--- config.mk ---
export PLATFORM = sky130hd
export DESIGN_NAME = dsi_bringup_seq
export DESIGN_NICKNAME = d
export VERILOG_FILES = /design/src/rtl/dsi_seq_pkg.sv /design/src/rtl/dsi_seq_timer.sv /design/src/rtl/dsi_seq_access.sv /design/src/rtl/dsi_seq_steps.sv /design/src/rtl/dsi_bringup_seq.sv
export SDC_FILE = /design/constraint.sdc
export NUM_CORES = 1
export LEC_CHECK = 0
export ABC_CLOCK_PERIOD_IN_PS = 6800
export BUFFER_PORTS_ARGS = -buffer_cell sky130_fd_sc_hd__buf_4
export CAP_MARGIN = 25
export CORE_UTILIZATION = 40
export DETAILED_ROUTE_END_ITERATION = 16
export SYNTH_ARGS = -nofsm -noshare
export SYNTH_HDL_FRONTEND = slang
export SYNTH_SLANG_ARGS = --single-unit
--- constraint.sdc ---
create_clock -name clk -period 6.8 [get_ports clk]
set_input_delay 0 -clock clk [delete_from_list [all_inputs] [get_ports clk]]
set_output_delay 0 -clock clk [all_outputs]
set_load 0.03 [all_outputs]
--- src/rtl/dsi_seq_pkg.sv ---
// Package: shared types and constants for the bridge power-up sequencer.
// Assumes a bridge whose registers are 16 bits wide with 8-bit addresses.
package dsi_seq_pkg;

    localparam int REG_W     = 16;
    localparam int NUM_STEPS = 25;
    localparam int PC_W      = $clog2(NUM_STEPS + 1);

    // Bridge register addresses used by the bring-up list
    localparam logic [7:0] A_IDENT   = 8'hB0;
    localparam logic [7:0] A_SYNC    = 8'hB1;
    localparam logic [7:0] A_BACK    = 8'hB2;
    localparam logic [7:0] A_FRONT   = 8'hB3;
    localparam logic [7:0] A_HACT    = 8'hB4;
    localparam logic [7:0] A_VACT    = 8'hB5;
    localparam logic [7:0] A_VMODE   = 8'hB6;
    localparam logic [7:0] A_CTRL    = 8'hB7;
    localparam logic [7:0] A_VCHAN   = 8'hB8;
    localparam logic [7:0] A_PLLEN   = 8'hB9;
    localparam logic [7:0] A_PLLCFG  = 8'hBA;
    localparam logic [7:0] A_LPDIV   = 8'hBB;
    localparam logic [7:0] A_PKTLEN  = 8'hBC;
    localparam logic [7:0] A_PKTDATA = 8'hBF;
    localparam logic [7:0] A_LANES   = 8'hDE;

    localparam logic [REG_W-1:0] ID_EXPECT  = 16'h2828;
    localparam logic [REG_W-1:0] CTRL_RESET = 16'h0301;
    localparam logic [REG_W-1:0] BURST_MODE = 16'h0008;

    // Control word bit positions
    localparam int CB_HS_DATA = 0;
    localparam int CB_HS_CLK  = 1;
    localparam int CB_VIDEO   = 3;
    localparam int CB_PIXREF  = 5;
    localparam int CB_CMDONLY = 6;

    localparam logic [7:0] CMD_WAKE = 8'h11;
    localparam logic [7:0] CMD_ON   = 8'h29;

    typedef enum logic [2:0] {
        OP_HOLD_LOW, OP_RELEASE, OP_READ, OP_WRITE,
        OP_WAIT_US, OP_WAIT_MS, OP_FINISH
    } op_e;

    typedef enum logic [2:0] {
        ST_IDLE, ST_ISSUE, ST_ACC, ST_TIME, ST_DONE, ST_FAIL
    } state_e;

    typedef struct packed {
        op_e              op;
        logic [7:0]       addr;
        logic [REG_W-1:0] data;   // write value, expected read value, or wait count
        logic             bad;    // step may not be issued: abort instead
    } step_t;

    // Pixel format lookup: returns {supported, code[1:0]}
    function automatic logic [2:0] pix_fmt(input logic [4:0] depth, input logic loose);
        case (depth)
            5'd16:   pix_fmt = 3'b100;
            5'd18:   pix_fmt = loose ? 3'b110 : 3'b101;
            5'd24:   pix_fmt = 3'b111;
            default: pix_fmt = 3'b000;
        endcase
    endfunction

endpackage

--- src/rtl/dsi_seq_timer.sv ---
// Module: prescaled wait timer. Counts a number of microsecond or millisecond
// units and gives a one-cycle fire pulse when done. A count of zero fires
// on the cycle after start. Assumes start is only given while idle.
module dsi_seq_timer #(
    parameter int CLK_PER_US = 200,
    parameter int US_PER_MS  = 1000,
    parameter int CNT_W      = 16
) (
    input  logic             clk,
    input  logic             rst_n,
    input  logic             start,
    input  logic             unit_ms,
    input  logic [CNT_W-1:0] count,
    output logic             fire
);
    localparam int MS_CYC = CLK_PER_US * US_PER_MS;
    localparam int PRE_W  = (MS_CYC > 1) ? $clog2(MS_CYC) : 1;
    localparam logic [PRE_W-1:0] MS_LAST = PRE_W'(MS_CYC - 1);
    localparam logic [PRE_W-1:0] US_LAST = PRE_W'(CLK_PER_US - 1);

    logic             run;
    logic             ms_q;
    logic [CNT_W-1:0] rem;
    logic [PRE_W-1:0] pre;
    logic [PRE_W-1:0] unit_last;

    // Last prescaler value of the selected unit
    always_comb unit_last = ms_q ? MS_LAST : US_LAST;

    // Unit countdown with prescaler; fire once when the units are used up
    always_ff @(posedge clk) begin
        if (!rst_n) begin
            run  <= 1'b0;
            ms_q <= 1'b0;
            rem  <= '0;
            pre  <= '0;
            fire <= 1'b0;
        end else begin
            fire <= 1'b0;
            if (start) begin
                run  <= 1'b1;
                ms_q <= unit_ms;
                rem  <= count;
                pre  <= '0;
            end else if (run) begin
                if (rem == '0) begin
                    run  <= 1'b0;
                    fire <= 1'b1;
                end else if (pre == unit_last) begin
                    pre <= '0;
                    rem <= rem - CNT_W'(1);
                end else begin
                    pre <= pre + PRE_W'(1);
                end
            end
        end
    end

    // a wait is never restarted while one is running
    p_start_when_idle_r7: assert property (@(posedge clk) disable iff (!rst_n)
        start |-> !run);

    // the completion pulse lasts exactly one cycle
    p_fire_pulse_r8: assert property (@(posedge clk) disable iff (!rst_n)
        fire |=> !fire);

endmodule

--- src/rtl/dsi_seq_access.sv ---
// Module: access port driver. Latches one register access when told to go,
// holds the request with stable fields until the port engine reports done,
// then gives a one-cycle finish pulse with the captured read data.
// Assumes go is only given while no request is outstanding.
module dsi_seq_access
    import dsi_seq_pkg::*;
(
    input  logic             clk,
    input  logic             rst_n,
    input  logic             go,
    input  logic             wr_i,
    input  logic [7:0]       addr_i,
    input  logic [REG_W-1:0] data_i,
    output logic             req_o,
    output logic             wr_o,
    output logic [7:0]       addr_o,
    output logic [REG_W-1:0] data_o,
    input  logic [REG_W-1:0] rdata_i,
    input  logic             done_i,
    output logic             fin_o,
    output logic [REG_W-1:0] rdata_o
);
    // Request/done handshake with field capture
    always_ff @(posedge clk) begin
        if (!rst_n) begin
            req_o   <= 1'b0;
            wr_o    <= 1'b0;
            addr_o  <= '0;
            data_o  <= '0;
            fin_o   <= 1'b0;
            rdata_o <= '0;
        end else begin
            fin_o <= 1'b0;
            if (go && !req_o) begin
                req_o  <= 1'b1;
                wr_o   <= wr_i;
                addr_o <= addr_i;
                data_o <= data_i;
            end else if (req_o && done_i) begin
                req_o   <= 1'b0;
                fin_o   <= 1'b1;
                rdata_o <= rdata_i;
            end
        end
    end

    // fields hold while the request waits for done
    p_req_hold_r10: assert property (@(posedge clk) disable iff (!rst_n)
        (req_o && !done_i) |=> (req_o && $stable(addr_o) && $stable(data_o) && $stable(wr_o)));

    // the request drops right after done
    p_req_drop_r10: assert property (@(posedge clk) disable iff (!rst_n)
        (req_o && done_i) |=> !req_o);

    // no new access is launched over an outstanding one
    p_single_access_r10: assert property (@(posedge clk) disable iff (!rst_n)
        go |-> !req_o);

endmodule

--- src/rtl/dsi_seq_steps.sv ---
// Module: bring-up step list. Maps a step index to the operation, address
// and data for that step, built from the configuration inputs. Purely
// combinational; assumes the configuration is held stable during a run.
module dsi_seq_steps
    import dsi_seq_pkg::*;
#(
    parameter int DIM_W    = 16,
    parameter int LANE_W   = 3,
    parameter int DLY_W    = 8,
    parameter int RESET_MS = 10,
    parameter int LOCK_US  = 500
) (
    input  logic [PC_W-1:0]   pc,
    input  logic [7:0]        vsync_len,
    input  logic [7:0]        hsync_len,
    input  logic [7:0]        vback,
    input  logic [7:0]        hback,
    input  logic [7:0]        vfront,
    input  logic [7:0]        hfront,
    input  logic [DIM_W-1:0]  hactive,
    input  logic [DIM_W-1:0]  vactive,
    input  logic [4:0]        bpp,
    input  logic              loose18,
    input  logic [LANE_W-1:0] lanes,
    input  logic              pix_ref,
    input  logic [REG_W-1:0]  pll_word,
    input  logic [REG_W-1:0]  lp_div_code,
    input  logic [DLY_W-1:0]  wake_delay_ms,
    input  logic [DLY_W-1:0]  on_delay_ms,
    output step_t             step
);
    logic [7:0]        vsum;
    logic [7:0]        hsum;
    logic [2:0]        fmt;
    logic [LANE_W-1:0] lanes_m1;
    logic [REG_W-1:0]  ctrl_lp;
    logic [REG_W-1:0]  ctrl_hs;

    // Derived register values
    always_comb begin
        vsum     = vsync_len + vback;
        hsum     = hsync_len + hback;
        fmt      = pix_fmt(bpp, loose18);
        lanes_m1 = lanes - LANE_W'(1);
        ctrl_lp  = CTRL_RESET;
        ctrl_lp[CB_PIXREF]  = pix_ref;
        ctrl_lp[CB_HS_DATA] = 1'b0;
        ctrl_lp[CB_HS_CLK]  = 1'b1;
        ctrl_lp[CB_CMDONLY] = 1'b1;
        ctrl_hs  = ctrl_lp;
        ctrl_hs[CB_HS_DATA] = 1'b1;
        ctrl_hs[CB_VIDEO]   = 1'b1;
    end

    // Step decode by index
    always_comb begin
        step.op   = OP_WRITE;
        step.addr = '0;
        step.data = '0;
        step.bad  = 1'b0;
        case (pc)
            PC_W'(0):  begin step.op = OP_HOLD_LOW; step.data = REG_W'(RESET_MS); end
            PC_W'(1):  begin step.op = OP_RELEASE;  step.data = REG_W'(RESET_MS); end
            PC_W'(2):  begin step.op = OP_READ; step.addr = A_IDENT; step.data = ID_EXPECT;  end
            PC_W'(3):  begin step.op = OP_READ; step.addr = A_CTRL;  step.data = CTRL_RESET; end
            PC_W'(4):  begin step.addr = A_SYNC;  step.data = {vsync_len, hsync_len}; end
            PC_W'(5):  begin step.addr = A_BACK;  step.data = {vsum, hsum};           end
            PC_W'(6):  begin step.addr = A_FRONT; step.data = {vfront, hfront};       end
            PC_W'(7):  begin step.addr = A_HACT;  step.data = REG_W'(hactive);        end
            PC_W'(8):  begin step.addr = A_VACT;  step.data = REG_W'(vactive);        end
            PC_W'(9):  begin
                step.addr = A_VMODE;
                step.data = BURST_MODE | REG_W'(fmt[1:0]);
                step.bad  = !fmt[2];
            end
            PC_W'(10): begin step.addr = A_LANES;  step.data = REG_W'(lanes_m1); end
            PC_W'(11): begin step.addr = A_CTRL;   step.data = ctrl_lp;          end
            PC_W'(12): begin step.addr = A_PLLCFG; step.data = pll_word;         end
            PC_W'(13): begin step.addr = A_VCHAN;  step.data = '0;               end
            PC_W'(14): begin step.addr = A_LPDIV;  step.data = lp_div_code;      end
            PC_W'(15): begin step.addr = A_PLLEN;  step.data = REG_W'(1);        end
            PC_W'(16): begin step.op = OP_WAIT_US; step.data = REG_W'(LOCK_US);  end
            PC_W'(17): begin step.addr = A_PKTLEN;  step.data = REG_W'(1);       end
            PC_W'(18): begin step.addr = A_PKTDATA; step.data = REG_W'(CMD_WAKE); end
            PC_W'(19): begin step.op = OP_WAIT_MS; step.data = REG_W'(wake_delay_ms); end
            PC_W'(20): begin step.addr = A_PKTLEN;  step.data = REG_W'(1);       end
            PC_W'(21): begin step.addr = A_PKTDATA; step.data = REG_W'(CMD_ON);  end
            PC_W'(22): begin step.op = OP_WAIT_MS; step.data = REG_W'(on_delay_ms); end
            PC_W'(23): begin step.addr = A_CTRL; step.data = ctrl_hs; end
            default:   begin step.op = OP_FINISH; end
        endcase
    end

endmodule

--- src/rtl/dsi_bringup_seq.sv ---
// Module: DSI bridge power-up sequencer (top). Walks the bring-up step list:
// drives the bridge reset, issues each register access through the access
// driver, checks read values, runs the waits on the prescaled timer, and
// reports busy/done/err. Assumes configuration inputs are stable while busy
// and DIM_W is at most 16.
module dsi_bringup_seq
    import dsi_seq_pkg::*;
#(
    parameter int CLK_PER_US = 200,
    parameter int US_PER_MS  = 1000,
    parameter int RESET_MS   = 10,
    parameter int LOCK_US    = 500,
    parameter int DIM_W      = 16,
    parameter int LANE_W     = 3,
    parameter int DLY_W      = 8
) (
    input  logic              clk,
    input  logic              rst_n,
    input  logic              start,
    input  logic              readback_en,
    input  logic [7:0]        vsync_len,
    input  logic [7:0]        hsync_len,
    input  logic [7:0]        vback,
    input  logic [7:0]        hback,
    input  logic [7:0]        vfront,
    input  logic [7:0]        hfront,
    input  logic [DIM_W-1:0]  hactive,
    input  logic [DIM_W-1:0]  vactive,
    input  logic [4:0]        bpp,
    input  logic              loose18,
    input  logic [LANE_W-1:0] lanes,
    input  logic              pix_ref,
    input  logic [15:0]       pll_word,
    input  logic [15:0]       lp_div_code,
    input  logic [DLY_W-1:0]  wake_delay_ms,
    input  logic [DLY_W-1:0]  on_delay_ms,
    output logic              bridge_rst_n,
    output logic              acc_req,
    output logic              acc_write,
    output logic [7:0]        acc_addr,
    output logic [15:0]       acc_wdata,
    input  logic [15:0]       acc_rdata,
    input  logic              acc_done,
    output logic              busy,
    output logic              done,
    output logic              err
);
    state_e           state;
    logic [PC_W-1:0]  pc;
    logic             rst_q;
    step_t            step;
    logic             timed_op;
    logic             tmr_start;
    logic             tmr_unit_ms;
    logic             tmr_fire;
    logic             acc_go;
    logic             acc_fin;
    logic [REG_W-1:0] acc_rd_q;
    logic [2:0]       fmt_chk;

    dsi_seq_steps #(
        .DIM_W(DIM_W), .LANE_W(LANE_W), .DLY_W(DLY_W),
        .RESET_MS(RESET_MS), .LOCK_US(LOCK_US)
    ) u_steps (
        .pc(pc), .vsync_len(vsync_len), .hsync_len(hsync_len),
        .vback(vback), .hback(hback), .vfront(vfront), .hfront(hfront),
        .hactive(hactive), .vactive(vactive), .bpp(bpp), .loose18(loose18),
        .lanes(lanes), .pix_ref(pix_ref), .pll_word(pll_word),
        .lp_div_code(lp_div_code), .wake_delay_ms(wake_delay_ms),
        .on_delay_ms(on_delay_ms), .step(step)
    );

    dsi_seq_timer #(
        .CLK_PER_US(CLK_PER_US), .US_PER_MS(US_PER_MS), .CNT_W(REG_W)
    ) u_timer (
        .clk(clk), .rst_n(rst_n), .start(tmr_start), .unit_ms(tmr_unit_ms),
        .count(step.data), .fire(tmr_fire)
    );

    dsi_seq_access u_access (
        .clk(clk), .rst_n(rst_n), .go(acc_go), .wr_i(step.op == OP_WRITE),
        .addr_i(step.addr), .data_i(step.data), .req_o(acc_req),
        .wr_o(acc_write), .addr_o(acc_addr), .data_o(acc_wdata),
        .rdata_i(acc_rdata), .done_i(acc_done), .fin_o(acc_fin),
        .rdata_o(acc_rd_q)
    );

    // Launch decisions for the current step
    always_comb begin
        timed_op    = (step.op == OP_HOLD_LOW) || (step.op == OP_RELEASE) ||
                      (step.op == OP_WAIT_US)  || (step.op == OP_WAIT_MS);
        tmr_start   = (state == ST_ISSUE) && timed_op;
        tmr_unit_ms = (step.op != OP_WAIT_US);
        acc_go      = (state == ST_ISSUE) &&
                      (((step.op == OP_READ) && readback_en) ||
                       ((step.op == OP_WRITE) && !step.bad));
    end

    // Sequencer state, step index and bridge reset level
    always_ff @(posedge clk) begin
        if (!rst_n) begin
            state <= ST_IDLE;
            pc    <= '0;
            rst_q <= 1'b0;
        end else begin
            case (state)
                ST_IDLE, ST_DONE, ST_FAIL: begin
                    if (start) begin
                        pc    <= '0;
                        state <= ST_ISSUE;
                    end
                end
                ST_ISSUE: begin
                    case (step.op)
                        OP_HOLD_LOW: begin rst_q <= 1'b0; state <= ST_TIME; end
                        OP_RELEASE:  begin rst_q <= 1'b1; state <= ST_TIME; end
                        OP_WAIT_US, OP_WAIT_MS: state <= ST_TIME;
                        OP_READ: begin
                            if (readback_en) state <= ST_ACC;
                            else             pc    <= pc + PC_W'(1);
                        end
                        OP_WRITE: state <= step.bad ? ST_FAIL : ST_ACC;
                        default:  state <= ST_DONE;
                    endcase
                end
                ST_ACC: begin
                    if (acc_fin) begin
                        if ((step.op == OP_READ) && (acc_rd_q != step.data)) begin
                            state <= ST_FAIL;
                        end else begin
                            pc    <= pc + PC_W'(1);
                            state <= ST_ISSUE;
                        end
                    end
                end
                ST_TIME: begin
                    if (tmr_fire) begin
                        pc    <= pc + PC_W'(1);
                        state <= ST_ISSUE;
                    end
                end
                default: state <= ST_IDLE;
            endcase
        end
    end

    // Status outputs
    always_comb begin
        bridge_rst_n = rst_q;
        busy         = (state == ST_ISSUE) || (state == ST_ACC) || (state == ST_TIME);
        done         = (state == ST_DONE);
        err          = (state == ST_FAIL);
    end

    // Independent format decode used only by the checks below
    always_comb fmt_chk = pix_fmt(bpp, loose18);

    // no access while the bridge is held in reset
    p_quiet_in_reset_r1: assert property (@(posedge clk) disable iff (!rst_n)
        !bridge_rst_n |-> !acc_req);

    // the mode register is never written with an unsupported depth
    p_no_bad_mode_r5: assert property (@(posedge clk) disable iff (!rst_n)
        (acc_req && acc_write && (acc_addr == A_VMODE)) |-> fmt_chk[2]);

    // nothing is requested once the run has ended
    p_quiet_when_ended_r9: assert property (@(posedge clk) disable iff (!rst_n)
        (done || err) |-> !acc_req);

    // an accepted start makes the block busy on the next cycle
    p_start_to_busy_r11: assert property (@(posedge clk) disable iff (!rst_n)
        (start && !busy) |=> busy);

    // a run restarted from done or err begins with the reset phase
    p_restart_resets_r12: assert property (@(posedge clk) disable iff (!rst_n)
        ((done || err) && start) |=> ##1 !bridge_rst_n);

endmodule

==> run metrics <==
PD cells=180 nW/um^2; Max clock buf depth=2; DRC viols=0; leading area contributor after synthesis=dfxtp_1; diode count=0; Netlist cell types=89; core area=16600 um^2; via count=7318; Post-Route WL=24700 um; Leak=0.00364 uW; Max Slew Vio Count=0; Slew Limit Headroom=between 40% and 50%; GRT Util Overall=28.2%; Final #Nets=1224; setup bufs post-CTS=0; Min-Delay Path Class=input pin to flop; critical path endpoint category=flop; syn_area_per_cell=7.86 um^2; min-delay src=rst_n; wire per inst=between 15 and 20 um; htree depth=3; Post-Syn Nets=1052; Vias per Instance=5.78; Post-synth EDFFs=0; fmax=239 MHz; yosys warns=0; initial antenna violation count=0; clock latency on the worst-skew pair=between 300 and 400 ps; most common cell in the synthesized netlist=nand2_1; Final Worst Setup Slack=2620 ps; worst-case reg-to-reg path depth=11; grt met2 use=44.5%; Mapped Area=~6800 um^2; Synth Flop Type=dfxtp_1; launching point of the worst reg2reg path=pc[1]; Async SR Flop Fraction=0%; Area Growth Syn to Fin=28.3%; Post-DP HPWL=18900 um; share of cells above drive strength 1=23.5%; placer congestion estimate=0.884; I/O pin cnt=189; Die W=133 um; M3 GR Usage=5.13%; CTS Buf Count=9; CTS root buf=clkbuf_16; CP Data Arrival Time=4450 ps; pre-CTS setup slack=~2700 ps; DIE AREA=between 15000 and 20000 um^2; cell row count=47; area share of the largest cell type after synthesis=between 20% and 30%; clk_skew=7.75 ps; final hold violations=0; Util after Layout=52.7%; max cap viols=0; Seq cells post-synth=just under 90; maximum VDD drop=0.131 mV; top cells by area, synth=dfxtp_1, nand2_1, a21oi_1; Hold Path End=state[2]; drt pass-1 iters=7; minimum clock period=4180 ps; r2r setup slk=2620 ps; Syn Inst Count=a little under 900; Reg clk slew, reported paths=60 ps; RSZ-0062 raised after global routing=no; clock sinks=88; run status=completed; number of global-route vias before repair=6977; largest net degree at the start of global routing=62; r2r endpoint=pc[1]; grt met1 use=38.7%; crit path launch type=flop; Seq/Total Area, Yosys=25.8%; top cells by count, synth=nand2_1, dfxtp_1, nor2_1; Setup TNS=0 ps; most crowded layer after global routing=met2; Initial Utilization=roughly two fifths; hold depth=3; initial DRC count=565; total congestion overflow=0; actual slew at the worst max-slew pin=790 ps; CP max FO=16; first-pass GRT wire length=around 39000 um; Routed Antenna Nets=0; final period utilization=just over 60%; Final setup viols=0; CTS tree=done; die height=133 um; CP required=slightly above 7000 ps; Worst Path Class, Setup=flop to flop; # port buffers=between 150 and 200
[state kept, by name, summed over array words and instances (netlist names), 3 cells and up]
register and count:
u_timer.pre 18, u_access.data_o 16, u_access.rdata_o 16, u_timer.rem 16
u_access.addr_o 7, pc 5, state 3
[cell families after synthesis]
family | share of synthesized area [%]
flops | 25.8
xor+xnor | 6.03
compound gates | 23.1
buf+inv | 5.51
mux | 4.51
fa+ha+maj | 4.62
simple gates | 30.4
[what timing repair did]
item,CTS,global route
hold buffers,19,0
gates resized for setup,0,0
endpoints found under the hold margin,19,0
[placed cells by master, fill, tap and decap left out, types with 6 or more instances in the layout]
cell type,instances
nor2b_1,20
nand2_1,96
o211a_1,19
dfxtp_1,86
a211oi_1,14
a21oi_1,58
and3_1,13
nor3_1,19
nand2b_1,21
nand3_1,33
nor3b_1,10
o21ai_0,27
mux2i_1,24
o21a_1,6
a21boi_0,6
nand3b_1,19
clkbuf_16,9
nor2_1,74
xnor2_1,24
a22oi_1,12
buf_4,199
dlygate4sd3_1,19
nor4_1,8
xor2_1,23
ha_1,22
inv_1,19
o22ai_1,9
a32oi_1,9
nand4_1,10
[worst max-delay path by stage]
stage                      from                  to  slack (ps)  cells after the start
final                     pc[1]               pc[1]        2620                     11
after global routing      pc[1]               pc[0]        2370                     11
after CTS                 pc[1]               pc[4]        2730                     11
after detailed placement  pc[1]               pc[1]        2720                     11
after global placement    pc[2]               pc[1]        2790                     10
after floorplan           pc[2]  u_access.addr_o[2]        3710                     15
[where the power goes]
part	internal, uW	leakage, uW	total [uW]	switching [uW]
sequential	549	0.000713	587	38.3
combinational	223	0.00279	524	300
clock	249	0.000133	462	213
[through the flow]
stage | power, uW | instances | instance area [um^2] | hold WS (ps)
after floorplan | 915 | 869 | 6830 | 136
after global placement | 1110 | 1230 | 8300 | 252
after detailed placement | 1100 | 1231 | 8300 | 258
after CTS | 1580 | 1266 | 8760 | 125
after global routing | 1660 | 1266 | 8760 | 146
final | 1570 | 1266 | 8760 | 133
[area by class of cell]
type	count	area [um^2]
inverters	19	71.3
flip-flops and latches	88	1760
fillers	1681	7880
repair buffers	219	1690
clock inverters	6	43.8
well taps	220	275
clock buffers	10	229
multi-input cells	704	4690
[critical path: stages, from the launching register on]
cell and delay, ps:
dfxtp_1 350, inv_1 90, ha_1 530, nand4bb_1 740
a2111oi_0 650, nor3_1 130, and4_1 290, xnor2_1 140
or3_1 330, nor4_2 370, o21a_2 290, mux2i_1 190
[routing by layer]
metal / part of all wire [%] / routed length, um / vias up
li1: - / - / 3539
met1: 45 / 11300 / 3450
met2: 45 / 11100 / 283
met3: 7.1 / 1750 / 46
met4: 2.6 / 632 / 0
met5: 0 / 0 / -
No activity file was read; power rests on OpenSTA's default activity.
